`src/rtl/wait_ready_gen.sv`:
```
module wait_ready_gen #(
  parameter int CNT_W = 3
) (
  input  logic             clk,
  input  logic             rst_n,
  input  logic             strobe,
  input  logic [CNT_W-1:0] wait_n,
  output logic             ready
);
  localparam logic [CNT_W-1:0] ZERO = '0;

  logic             strobe_q;
  logic [CNT_W-1:0] cnt;
  logic             start;

  assign start = strobe & ~strobe_q;
  assign ready = (cnt == ZERO) | ~strobe;

  always_ff @(posedge clk) begin
    if (!rst_n) begin
      strobe_q <= 1'b0;
      cnt      <= ZERO;
    end else begin
      strobe_q <= strobe;
      if (!strobe)
        cnt <= ZERO;
      else if (start)
        cnt <= wait_n;
      else if (cnt != ZERO)
        cnt <= cnt - 1'b1;
    end
  end
endmodule


```
`config.mk`:
```
export PLATFORM = sky130hd
export DESIGN_NAME = wait_ready_gen
export DESIGN_NICKNAME = d
export VERILOG_FILES = /design/src/rtl/wait_ready_gen.sv
export SDC_FILE = /design/constraint.sdc
export NUM_CORES = 1
export LEC_CHECK = 0
export BUFFER_PORTS_ARGS = -buffer_cell sky130_fd_sc_hd__buf_2
export CORE_AREA = 2 2 39 41
export CTS_CLUSTER_SIZE = 8
export DETAILED_ROUTE_END_ITERATION = 6
export DIE_AREA = 0 0 41 43
export HOLD_SLACK_MARGIN = 0.12
export PLACE_DENSITY = 0.37
export SYNTH_ARGS = -nofsm -noshare
export SYNTH_HDL_FRONTEND = slang
export SYNTH_SLANG_ARGS = --single-unit
export TNS_END_PERCENT = 100
```
`constraint.sdc`:
```
create_clock -name clk -period 1.49 [get_ports clk]
set_input_delay 0 -clock clk [delete_from_list [all_inputs] [get_ports clk]]
set_output_delay 0 -clock clk [all_outputs]
set_load 0.01 [all_outputs]
```
==> out/qor.txt <==
Status: completed
Avg Cell Area, Syn: 9.33 µm²
Design Area, Final: 347 µm²
Largest net degree at the start of global routing: 6
Seq pwr share: 38.0%
Synth Register Bits: 4
Via Count: 209
Dpl cell area: 274 µm²
Root Driver: clkbuf_4
GRT Overall Usage: 6.51%
Power density over cell area: 871 mW/mm²
Sequential-to-total area share from yosys stat: 35.8%
Syn-to-layout area delta: 54.7%
Final Skew: 0.00353 ns
Post-route DRC violation count: 0
Multi-input logic area: 136 µm²
Worst setup EP type: flip-flop
Rel. slew slack: 86.0%
Diodes inserted: 0
Synth Area in Simple Gates: 26.3%
Distinct cells, synth: 15
Setup CP Type: primary input to flip-flop
Req. time, crit path: 1.61 ns
Reg2reg end: cnt[1]
XOR/XNOR Fraction of Synth Area: 3.91%
Routed Wire Length: 423 µm
Post-synthesis adder-cell area fraction: 11.2%
HPWL after detailed placement: 331 µm
Max Transition Viols Final: 0
Clock Sink Count: 4
Hold Path Origin: wait_n[0]
DIE AREA: 0.00176 mm²
IR drop worst, VDD: 0.267 mV
Worst Hold Path EP: cnt[0]
Commonest cells after routing, fill and taps aside: 6 x buf_2, 5 x dlygate4sd3_1, 4 x dfxtp_1
Clock power frac: 44.3%
Psw: 67.6 µW
Worst hold slack: 0.531 ns
Remaining antenna violation count: 0
H-Tree Depth: 1
Worst skew pair latency: 0.23 ns
First-pass GRT wire length: 690 µm
Max Buffers Root-to-Sink: 2
Initial Util: 16.2%
Port buffer count: 6
Number of global-route vias before repair: 197
Routability cong.: 0.651
Fin crit share: 82.1%
Site row count: 14
Fin. Hold Viols: 0
RSZ-0062 raised after global routing: no
Combinational family with the most area after synthesis: simple AND/OR/NAND/NOR gates
Startpoint types: primary input
Number of cells on the worst reg-to-reg path: 5
Number of I/O pins: 7
Initial antenna violation count: 0
# setup viols final: 0
GRT overflow: 0
Commonest non-fill, non-tap cell in the layout: buf_2
Iteration-0 DRC count of the detailed router: 2
Area of the core: 0.00138 mm²
Die width: 41 µm
Sequential cell area: 80.1 µm²
Clock slew at reported path FFs: 0.04 ns
R2R Setup Slk: 0.27 ns
Die height: 43 µm
Logic pwr share: 17.7%
Fill cell count: 151
Vias per std cell: 3.87
Final setup TNS: 0 ns
Critical path arrival: 1.34 ns
Worst hold stages: 4
Drt wl/cell: 7.83 µm
TritonCTS clock tree: done
Ys Warns: 0
Share of layout cells above drive strength 1: 31.6%
Post-Layout Cell Count: 54
Internal power: 234 µW
Synth Area in Compound Gates: 12.8%
Dpl cells: 46
Max Clock Freq: 817 MHz
FF-to-FF Start: cnt[0]
Max Cap Viol: 0
Post-synthesis cell area: 224 µm²
P_leak: 0.140 nW
Worst Max-Slew Pin Slew: 0.208 ns
Total CTS buffers: 3
Mux cell area share after synthesis: 6.70%
# nets final: 48
Pre-antenna DRT Iters: 2
Post-synthesis net count: 32
Sw frac: 22.4%
Worst hold path type: primary input to flip-flop
Min Clock Period, post-route: 1.22 ns
Post-Syn Instances: 24
Critical Path Fanout Max: 5
==> logic make-up after synthesis <==
kind of cell | count (synthesis)
AOI/OAI and AO/OA | 4
xor gates and xnor gates | 1
adders and majority gates | 2
buffers and inverters | 2
DFF | 4
muxes | 1
and+or+nand+nor | 10
==> cell usage after synthesis <==
master    instances  area (µm²)
o21ai_0           1        5.00
and2_1            1        6.26
inv_1             2        7.51
nand2_1           1        3.75
nor2_1            2        7.51
o21ai_2           1        8.76
ha_1              2        25.0
nand2b_4          1        13.8
nor2b_1           2        12.5
a211oi_1          1        7.51
mux2_4            1        15.0
o211ai_1          1        7.51
dfxtp_1           4        80.1
nand3_1           3        15.0
xnor2_1           1        8.76
==> worst max-delay path, stage by stage <==
cell           delay, ns
dlygate4sd3_1       0.53
buf_2               0.14
o211ai_1            0.08
dlygate4sd3_1       0.56
nor2_1              0.04
==> per-layer routing <==
layer  GRT usage (%)  part of all wire (%)
met1            6.07                    41
met5               0                     0
met3            1.57                   5.9
met2            8.75                    47
met4            10.0                   6.4
==> state kept, by name (all words and copies together) (netlist names) <==
register  flops
strobe_q      1
cnt           3
==> power groups by stage <==
stage	Clock (mW)	Combinational (mW)	Sequential, mW
6_report	0.134	0.0534	0.115
5_1_grt	0.147	0.0591	0.115
4_1_cts	0.139	0.0542	0.115
3_5_place_dp	0	0.0440	0.116
3_3_place_gp	0	0.0438	0.116
2_1_floorplan	0	0.0309	0.116
==> worst max-delay path by stage <==
stage | startpoint | endpoint | slack [ns] | cells after the start
6_report | strobe | cnt[2] | 0.27 | 5
3_5_place_dp | cnt[0] | cnt[1] | 0.27 | 5
2_1_floorplan | cnt[0] | cnt[1] | 0.33 | 5
4_1_cts | cnt[0] | cnt[1] | 0.26 | 5
5_1_grt | cnt[0] | cnt[1] | 0.20 | 5
3_3_place_gp | cnt[0] | cnt[1] | 0.29 | 5
==> per-stage QoR <==
| step | util (%) | power [mW] | setup slack (ns) |
|---|---|---|---|
| after floorplan | - | 0.147 | 0.326 |
| after global placement | 19.8 | 0.160 | 0.291 |
| after detailed placement | 19.8 | 0.160 | 0.275 |
| after CTS | 25.0 | 0.308 | 0.258 |
| after global routing | 25.0 | 0.321 | 0.200 |
| final | 25.0 | 0.302 | 0.266 |
==> cell type report <==
| type | instances | area share, % |
|---|---|---|
| tap | 16 | 5.78 |
| timing repair buffer | 11 | 23.1 |
| inverter | 2 | 2.17 |
| multi-input combinational | 18 | 39.4 |
| sequential | 4 | 23.1 |
| clock buffer | 3 | 6.50 |
==> repair_timing <==
| action | CTS | global route |
|---|---|---|
| hold buffers | 5 | 0 |
| buffers inserted | 0 | 0 |
| endpoints found under the hold margin | 4 | 0 |
| resized for setup | 0 | 0 |
Power figures use the tool's default switching activity.
